$ cat src/rtl/irq_pkg.sv
package irq_pkg;
  localparam int unsigned NUM_IRQ = 8;
  localparam int unsigned VEC_W   = $clog2(NUM_IRQ);
  localparam int unsigned SYNC_N  = 2;

  typedef enum logic [1:0] {
    ACK_IDLE = 2'd0,
    ACK_P1   = 2'd1,
    ACK_GAP  = 2'd2,
    ACK_P2   = 2'd3
  } ack_state_e;
endpackage

$ cat src/rtl/irq_sync.sv
module irq_sync #(
  parameter int unsigned WIDTH   = 1,
  parameter int unsigned STAGES  = 2,
  parameter logic        RST_VAL = 1'b0
) (
  input  logic             clk_i,
  input  logic             rst_ni,
  input  logic [WIDTH-1:0] d_i,
  output logic [WIDTH-1:0] q_o
);
  logic [WIDTH-1:0] stg_q [STAGES];

  for (genvar s = 0; s < STAGES; s++) begin : g_stage
    always_ff @(posedge clk_i or negedge rst_ni) begin
      if (!rst_ni) stg_q[s] <= {WIDTH{RST_VAL}};
      else if (s == 0) stg_q[s] <= d_i;
      else stg_q[s] <= stg_q[(s == 0) ? 0 : s-1];
    end
  end

  assign q_o = stg_q[STAGES-1];
endmodule

$ cat src/rtl/irq_capture.sv
module irq_capture
  import irq_pkg::*;
(
  input  logic               clk_i,
  input  logic               rst_ni,
  input  logic               level_mode_i,
  input  logic [NUM_IRQ-1:0] ir_sync_i,
  input  logic               freeze_i,
  input  logic [NUM_IRQ-1:0] take_i,
  output logic [NUM_IRQ-1:0] irr_o
);
  logic [NUM_IRQ-1:0] ir_prev_q, hold_q, irr_q, rise;

  assign rise = ir_sync_i & ~ir_prev_q;

  always_ff @(posedge clk_i or negedge rst_ni) begin
    if (!rst_ni) ir_prev_q <= '0;
    else         ir_prev_q <= ir_sync_i;
  end

  // edges seen while frozen are parked and merged after the handshake
  always_ff @(posedge clk_i or negedge rst_ni) begin
    if (!rst_ni) begin
      irr_q  <= '0;
      hold_q <= '0;
    end else if (level_mode_i) begin
      hold_q <= '0;
      if (!freeze_i) irr_q <= ir_sync_i;
    end else if (freeze_i) begin
      irr_q  <= irr_q & ~take_i;
      hold_q <= hold_q | rise;
    end else begin
      irr_q  <= (irr_q | rise | hold_q) & ~take_i;
      hold_q <= '0;
    end
  end

  assign irr_o = irr_q;

  AST_FROZEN_STABLE: assert property (@(posedge clk_i) disable iff (!rst_ni)
    freeze_i && $past(freeze_i) |-> $stable(irr_q));
  AST_LEVEL_NO_HOLD: assert property (@(posedge clk_i) disable iff (!rst_ni)
    level_mode_i && $past(level_mode_i) |-> hold_q == '0);
endmodule

$ cat src/rtl/irq_resolve.sv
module irq_resolve
  import irq_pkg::*;
(
  input  logic [NUM_IRQ-1:0] irr_i,
  input  logic [NUM_IRQ-1:0] isr_i,
  output logic               win_valid_o,
  output logic [VEC_W-1:0]   win_idx_o,
  output logic [NUM_IRQ-1:0] win_onehot_o,
  output logic [NUM_IRQ-1:0] isr_top_o
);
  logic [NUM_IRQ-1:0] allowed, eligible;

  // line n may interrupt only if no line 0..n is in service
  for (genvar i = 0; i < NUM_IRQ; i++) begin : g_allow
    assign allowed[i] = ~(|isr_i[i:0]);
  end

  assign eligible    = irr_i & allowed;
  assign win_valid_o = |eligible;

  always_comb begin
    win_idx_o = '0;
    for (int i = NUM_IRQ-1; i >= 0; i--) begin
      if (eligible[i]) win_idx_o = VEC_W'(i);
    end
  end

  assign win_onehot_o = eligible & (~eligible + 1'b1);
  assign isr_top_o    = isr_i & (~isr_i + 1'b1);

  AST_WIN_ONEHOT: assert final ($onehot0(win_onehot_o));
endmodule

$ cat src/rtl/irq_ack_seq.sv
module irq_ack_seq
  import irq_pkg::*;
(
  input  logic       clk_i,
  input  logic       rst_ni,
  input  logic       inta_sync_i,
  output ack_state_e state_o,
  output logic       first_fall_o,
  output logic       last_rise_o
);
  ack_state_e state_q, state_d;
  logic prev_q, fall, rise;

  always_ff @(posedge clk_i or negedge rst_ni) begin
    if (!rst_ni) prev_q <= 1'b1;
    else         prev_q <= inta_sync_i;
  end

  assign fall = prev_q & ~inta_sync_i;
  assign rise = ~prev_q & inta_sync_i;

  always_comb begin
    state_d = state_q;
    unique case (state_q)
      ACK_IDLE: if (fall) state_d = ACK_P1;
      ACK_P1:   if (rise) state_d = ACK_GAP;
      ACK_GAP:  if (fall) state_d = ACK_P2;
      ACK_P2:   if (rise) state_d = ACK_IDLE;
      default:  state_d = ACK_IDLE;
    endcase
  end

  always_ff @(posedge clk_i or negedge rst_ni) begin
    if (!rst_ni) state_q <= ACK_IDLE;
    else         state_q <= state_d;
  end

  assign state_o      = state_q;
  assign first_fall_o = (state_q == ACK_IDLE) && fall;
  assign last_rise_o  = (state_q == ACK_P2) && rise;

  AST_P2_ORDER: assert property (@(posedge clk_i) disable iff (!rst_ni)
    state_q == ACK_P2 |-> $past(state_q) == ACK_P2 || $past(state_q) == ACK_GAP);
endmodule

$ cat src/rtl/irq_tracker.sv
module irq_tracker
  import irq_pkg::*;
(
  input  logic               clk_i,
  input  logic               rst_ni,
  input  logic               level_mode_i,
  input  logic               auto_eoi_i,
  input  logic [NUM_IRQ-1:0] ir_i,
  input  logic               inta_ni,
  input  logic               eoi_i,
  output logic               irq_o,
  output logic [VEC_W-1:0]   vec_o,
  output logic               vec_valid_o
);
  logic [NUM_IRQ-1:0] ir_sync, irr, isr_q, isr_d, take, served_q;
  logic [NUM_IRQ-1:0] win_onehot, isr_top;
  logic [VEC_W-1:0]   win_idx, vec_q;
  logic               win_valid, inta_sync, first_fall, last_rise;
  ack_state_e         ack_state;

  irq_sync #(.WIDTH(NUM_IRQ), .STAGES(SYNC_N), .RST_VAL(1'b0)) i_ir_sync (
    .clk_i, .rst_ni, .d_i(ir_i), .q_o(ir_sync)
  );

  irq_sync #(.WIDTH(1), .STAGES(SYNC_N), .RST_VAL(1'b1)) i_ack_sync (
    .clk_i, .rst_ni, .d_i(inta_ni), .q_o(inta_sync)
  );

  irq_ack_seq i_ack_seq (
    .clk_i, .rst_ni, .inta_sync_i(inta_sync), .state_o(ack_state),
    .first_fall_o(first_fall), .last_rise_o(last_rise)
  );

  assign take = (first_fall && !level_mode_i) ? win_onehot : '0;

  irq_capture i_capture (
    .clk_i, .rst_ni, .level_mode_i, .ir_sync_i(ir_sync),
    .freeze_i(ack_state != ACK_IDLE), .take_i(take), .irr_o(irr)
  );

  irq_resolve i_resolve (
    .irr_i(irr), .isr_i(isr_q), .win_valid_o(win_valid), .win_idx_o(win_idx),
    .win_onehot_o(win_onehot), .isr_top_o(isr_top)
  );

  always_comb begin
    isr_d = isr_q;
    if (first_fall && win_valid)  isr_d = isr_d | win_onehot;
    if (eoi_i)                    isr_d = isr_d & ~isr_top;
    if (last_rise && auto_eoi_i)  isr_d = isr_d & ~served_q;
  end

  always_ff @(posedge clk_i or negedge rst_ni) begin
    if (!rst_ni) begin
      isr_q    <= '0;
      served_q <= '0;
      vec_q    <= '0;
    end else begin
      isr_q <= isr_d;
      if (first_fall) begin
        served_q <= win_valid ? win_onehot : '0;
        vec_q    <= win_valid ? win_idx : '1;
      end
    end
  end

  assign irq_o       = (ack_state == ACK_IDLE) && win_valid;
  assign vec_valid_o = (ack_state == ACK_P2);
  assign vec_o       = vec_valid_o ? vec_q : '0;

  AST_ONE_SET_PER_ACK: assert property (@(posedge clk_i) disable iff (!rst_ni)
    $countones(isr_q & ~$past(isr_q)) <= 1);
  AST_SET_ON_FIRST_FALL: assert property (@(posedge clk_i) disable iff (!rst_ni)
    |(isr_q & ~$past(isr_q)) |-> $past(first_fall));
  AST_MANUAL_CLEAR: assert property (@(posedge clk_i) disable iff (!rst_ni)
    !auto_eoi_i && |($past(isr_q) & ~isr_q) |-> $past(eoi_i));
  AST_VEC_HOLD: assert property (@(posedge clk_i) disable iff (!rst_ni)
    vec_valid_o && $past(vec_valid_o) |-> $stable(vec_o));
  AST_NO_IRQ_BUSY: assert property (@(posedge clk_i) disable iff (!rst_ni)
    vec_valid_o |-> !irq_o);
endmodule

$ cat config.mk
export PLATFORM = sky130hd
export DESIGN_NAME = irq_tracker
export DESIGN_NICKNAME = d
export VERILOG_FILES = /design/src/rtl/irq_pkg.sv /design/src/rtl/irq_sync.sv /design/src/rtl/irq_capture.sv /design/src/rtl/irq_resolve.sv /design/src/rtl/irq_ack_seq.sv /design/src/rtl/irq_tracker.sv
export SDC_FILE = /design/constraint.sdc
export NUM_CORES = 1
export LEC_CHECK = 0
export ABC_CLOCK_PERIOD_IN_PS = 2690
export BUFFER_PORTS_ARGS = -buffer_cell sky130_fd_sc_hd__buf_2
export CAP_MARGIN = 20
export CORE_ASPECT_RATIO = 0.7
export CORE_UTILIZATION = 50
export DETAILED_ROUTE_END_ITERATION = 6
export PLACE_DENSITY = 0.75
export SLEW_MARGIN = 20
export SYNTH_ARGS = -nofsm -noshare
export SYNTH_HDL_FRONTEND = slang
export SYNTH_SLANG_ARGS = --single-unit
$ cat constraint.sdc
create_clock -name clk_i -period 2.69 [get_ports clk_i]
set_input_delay 0.6725 -clock clk_i [delete_from_list [all_inputs] [get_ports clk_i]]
set_output_delay 0.6725 -clock clk_i [all_outputs]
set_load 0.005 [all_outputs]
# Word level (Yosys, flattened, before mapping)
# Index checks and enable logic that the tools add are counted.
# totals
romBits,0
latchBits,0
output_inout_bits,5
n_memories,0
elab_cells,95
inputBits,14
register_bits,64
ram_bits,0
# op_classes
n_addsub,2
n_reduce_logical,18
bitwise_logic,30
order_cmp,0
shift,0
n_div,0
n_eq_ne,8
multipliers,0
mux,25
# ops
op,count
8-bit two-way mux,10
8-bit AND,8
8-bit inverter,6
8-bit bitwise OR,4
3-bit two-way mux,10
"8-bit by 1-bit adder with 8-bit output, second input constant",2
8-bit OR reduction,2
1-bit inverter,10
2-bit two-way mux,4
"2-bit by 1-bit inequality test with 1-bit output, second input constant",4
2-bit case mux with 4 select lines,1
7-bit OR reduction,1
1-bit logical AND,6
6-bit OR reduction,1
5-bit OR reduction,1
"2-bit == test, second input constant",2
4-bit AND reduction,1
4-bit OR reduction,1
3-bit OR reduction,1
1-bit AND,2
"2-bit by 1-bit == test with 1-bit output, second input constant",1
2-bit zero test,1
"2-bit inequality test, second input constant",1
2-bit nonzero test,1
other kinds (2),2

# Logic depth before layout (Yosys ltp)
# logic_depth
depth_word,12
depth_mapped,8
mapped_depth_nobuf,7

# Cells and area by module
# From an unflattened synthesis, not the netlist that was laid out.
# unflattened
hier_cells,265
hier_area_um2,2907.8
# by_module_without_submodules
module,cells_each,instances,area_per_inst_um2
irq_capture,86,1,988.4
irq_tracker,85,1,858.3
irq_sync (i_ir_sync),24,1,460.4
irq_resolve,48,1,311.5
irq_ack_seq,20,1,236.5
irq_sync (i_ack_sync),2,1,52.6

# Worst setup path after synthesis
# No wires, ideal clock.
# synth_path
path_type,reg-to-output
from,reg isr_q[0]
to,out irq_o
arrival_time_ns,1.496
path_slack_ns,0.522
path_stages_with_launch,5
cell_sequence,dfrtp_1 > or3_4 > or3_4 > o21ai_0 > and2_1
# synth_between
elab_chain_cells,5
elab_cells_between_ends,18
cone_classes,bitwise: 9; reduce/logical: 9
# synth_rtl
item,line,source
start: declaration,irq_tracker.sv:15,"logic [NUM_IRQ-1:0] ir_sync, irr, isr_q, isr_d, take, served_q;"
start signal: assignment,irq_tracker.sv:59,isr_q <= isr_d;
8-bit OR reduction (tied with other cells),irq_resolve.sv:15,assign allowed[i] = ~(|isr_i[i:0]);
1-bit inverter,irq_resolve.sv:15,
8-bit AND *,irq_resolve.sv:18,assign eligible = irr_i & allowed;
8-bit OR reduction *,irq_resolve.sv:19,assign win_valid_o = |eligible;
1-bit logical AND *,irq_tracker.sv:67,assign irq_o = (ack_state == ACK_IDLE) && win_valid;
end: declaration,irq_tracker.sv:11,"output logic irq_o,"
# Mark *: on every way between the ends. The rest lies on a longest branch, timed or not.

# Worst setup path after layout
# Ends and elaborated chain as after synthesis.

==> summary.md <==
| Metric | Value |
|---|---|
| PortBufs | `18` |
| Power per cell area | `roughly 1000 nW/um^2` |
| CP most frequent cell | `or3_4` |
| Logic gate share of total power | `0.261` |
| Post-route DRC | `0` |
| Antenna viol nets, final | `0` |
| Finished Core Util | `0.624` |
| Worst Hold Class | `primary input to asynchronous set/reset pin` |
| RSZ-0062 raised after global routing | `false` |
| Core ar. | `between 4000 and 5000 sq um` |
| Layout area overhead | `18.0%` |
| Worst EP arrival | `between 1500 and 2000 ps` |
| Worst reg2reg path startpoint | `i_ack_seq.state_o[1]$_DFFE_PN0P_` |
| Row cnt | `21` |
| Root Buffer Master | `clkbuf_8` |
| GPL Wtd Cong | `about 0.86` |
| Seq pwr share | `0.413` |
| Critical path's largest stage delay | `roughly 440 ps` |
| Internal power | `2.13 mW` |
| Final setup fails | `0` |
| Initial DRT Pass Iterations | `5` |
| Most frequent cells in the layout | `dfrtp_1 (60), nand2_1 (34), a21oi_1 (21), nor2_1 (20), buf_2 (18)` |
| Non-Filler Instances | `340` |
| Die height | `roughly 60 um` |
| Number of buffers created by CTS | `9` |
| Max_cap viols | `0` |
| Post-CTS Setup Inserts | `0` |
| Clock skew | `~4.7 ps` |
| CTS sink cnt | `64` |
| Final worst-path cycle share | `0.975` |
| Setup CP Type | `register to primary output` |
| Worst Path Buf+Inv | `1` |
| Routed vias | `1832` |
| CP max FO | `7` |
| IO Pins | `19` |
| N_diodes | `0` |
| Die area | `approximately 5400 sq um` |
| Routed WL per cell | `roughly 14 um` |
| Setup TNS | `0 ps` |
| Syn Nets | `between 200 and 300` |
| Setup crit end kind | `primary output` |
| Status | `complete, no violations` |
| Clk pwr share | `0.326` |
| Synthesized instance count | `about 240` |
| Yosys reg bits | `between 60 and 70` |
| Initial antenna violation count | `0` |
| P_leak | `1.46 nW` |
| First-pass GRT wire length | `roughly 8300 um` |
| Reg clk slew, reported paths | `70 ps` |
| Fmax achieved | `0.381 GHz` |
| Grt total ovfl | `0` |
| Post-Place Cells | `324` |
| Commonest non-fill, non-tap cell in the layout | `dfrtp_1` |
| Htree depth | `3` |
| CP max-delay cell | `dfrtp_2` |
| Pin count of the biggest net entering global routing | `65` |
| Fin crit period | `2620 ps` |
| Switching Fraction | `0.318` |
| Initial detailed-routing violation count | `133` |
| Netlist cell types | `38` |
| WL final | `a little under 5000 um` |
| Register-to-Register Path Depth | `7` |
| CP Launch Point | `isr_q[0]$_DFF_PN0_` |
| Worst skew pair latency | `between 300 and 400 ps` |
| Hold buffer count at cts | `0` |
| Layout cell share with drive strength beyond 1 | `0.185` |
| Max-slew violation count | `0` |
| CTS Buffer Depth | `2` |
| Setup slack, reg-to-reg | `between 500 and 600 ps` |
| Vias in the first global route | `roughly 1700` |
| Die X-Extent | `87.5 um` |
| Reg2Reg Capture Point | `i_capture.irr_o[6]$_DFFE_PN0P_` |
| Vias per inst | `5.39` |
| Syn avg cell area | `approximately 11 sq um` |
| Total GRT Usage | `0.213` |
| Area of placed instances | `2760 sq um` |
| Crit-path cells | `or3_4, or3_4, o21ai_2, and2_1, buf_2` |
| Post-synthesis cell area | `around 2600 sq um` |
| Slew HR | `0.622` |
| Warnings from Yosys | `0` |
| Setup crit start kind | `register` |
| Starting Density | `0.529` |
| Max VDD drop | `0.505 mV` |
| Nets | `284` |
| PostCTS Resize Cnt | `2` |
| Register area share after synthesis | `0.628` |
| Fin. Hold Viols | `0` |
| CTS tree | `built` |
| Worst-margin pin slew | `560 ps` |
| DPL Wire Length | `3250 um` |
| Final Cell Area | `about 3000 sq um` |
| Delay-heaviest family, CP | `simple AND/OR/NAND/NOR gates` |
| Switch Pwr | `roughly 1 mW` |
| Critical path required time | `2020 ps` |
==> power groups by stage <==
stage          Combinational [mW]  Clock [mW]  Sequential [mW]
2_1_floorplan               0.595           0             1.25
5_1_grt                     0.921        1.09             1.31
3_5_place_dp                0.790           0             1.30
6_report                    0.812        1.02             1.29
4_1_cts                     0.805        1.04             1.28
3_3_place_gp                0.768           0             1.29
==> layer usage <==
metal	up-vias	GRT usage	wire [um]
met1	885	0.305	2440
met5	-	0	0
met2	51	0.298	2030
met4	0	0.0890	82
li1	885	-	-
met3	11	0.0740	281
==> worst register-to-register path, delay by kind of cell, from the launching register on <==
family | cells | cell delay (ps)
AOI/OAI and AO/OA | 1 | 180
adders and majority gates | 1 | 180
buffers and inverters | 1 | 130
DFF | 1 | 430
and+or+nand+nor | 4 | 1080
==> cells in the mapped netlist (all sizes together) <==
library cell	number	area (sq um)
nor3	4	20.0
nor2b	1	6.26
ha	4	50.1
nand3	3	15.0
o31ai	3	22.5
clkinv	1	3.75
dfstp	3	78.8
nor4b	1	8.76
a22oi	8	60.1
or4	1	7.51
clkbuf	4	15.0
dfrtp	61	1530
and4b	1	10.0
o22a	2	17.5
a21oi	22	110
a41oi	1	8.76
o221a	1	11.3
nand2	34	128
a31oi	2	12.5
nand2b	2	12.5
o21a	4	30.0
o21ai	12	60.1
o31a	1	8.76
inv	16	60.1
o22ai	6	37.5
nand3b	2	18.8
buf	1	5.00
or3	4	35.0
and2	5	31.3
a221oi	1	8.76
a22o	1	8.76
nand4	3	18.8
nor4	2	27.5
nor2	20	75.1
or2	1	6.26
==> worst max path at each step <==
stage,depth (start not counted),slack [ps],endpoint
6_report,5,70,irq_o
2_1_floorplan,4,520,irq_o
4_1_cts,5,30,irq_o
3_5_place_dp,6,350,irq_o
5_1_grt,5,10,irq_o
3_3_place_gp,5,370,irq_o
==> state kept, by name, indices dropped and copies added, names as in the netlist <==
name and flops:
i_ack_seq.prev_q 1, i_ack_seq.state_o 2, i_ack_sync.q_o 1, i_ack_sync.stg_q 1, i_capture.hold_q 8, i_capture.ir_prev_q 8
i_capture.irr_o 8, i_ir_sync.q_o 8, i_ir_sync.stg_q 8, isr_q 8, served_q 8, vec_q 3
==> stage by stage <==
stage | worst slack [ps] | power [mW] | hold slack [ps]
final | 66.8 | 3.12 | 324
after global routing | 11.5 | 3.32 | 347
after CTS | 33.9 | 3.13 | 335
after detailed placement | 350 | 2.09 | 335
after global placement | 371 | 2.06 | 332
after floorplan | 522 | 1.85 | 331
==> cell type report <==
cell class	instances	area, sq um
Tap cell	69	86.3
Inverter	17	63.8
Fill cell	408	1820
Clock buffer	10	138
Timing Repair Buffer	22	133
Multi-Input combinational cell	152	875
Sequential cell	64	1610
Clock inverter	6	114
==> cells by family after synthesis <==
logic type,after synthesis,synth area share
AOI/OAI and AO/OA,64,0.155
adders and majority gates,4,0.0196
and+or+nand+nor,84,0.164
buffers and inverters,22,0.0328
DFF,64,0.628
(Power assumes the default switching activity.)
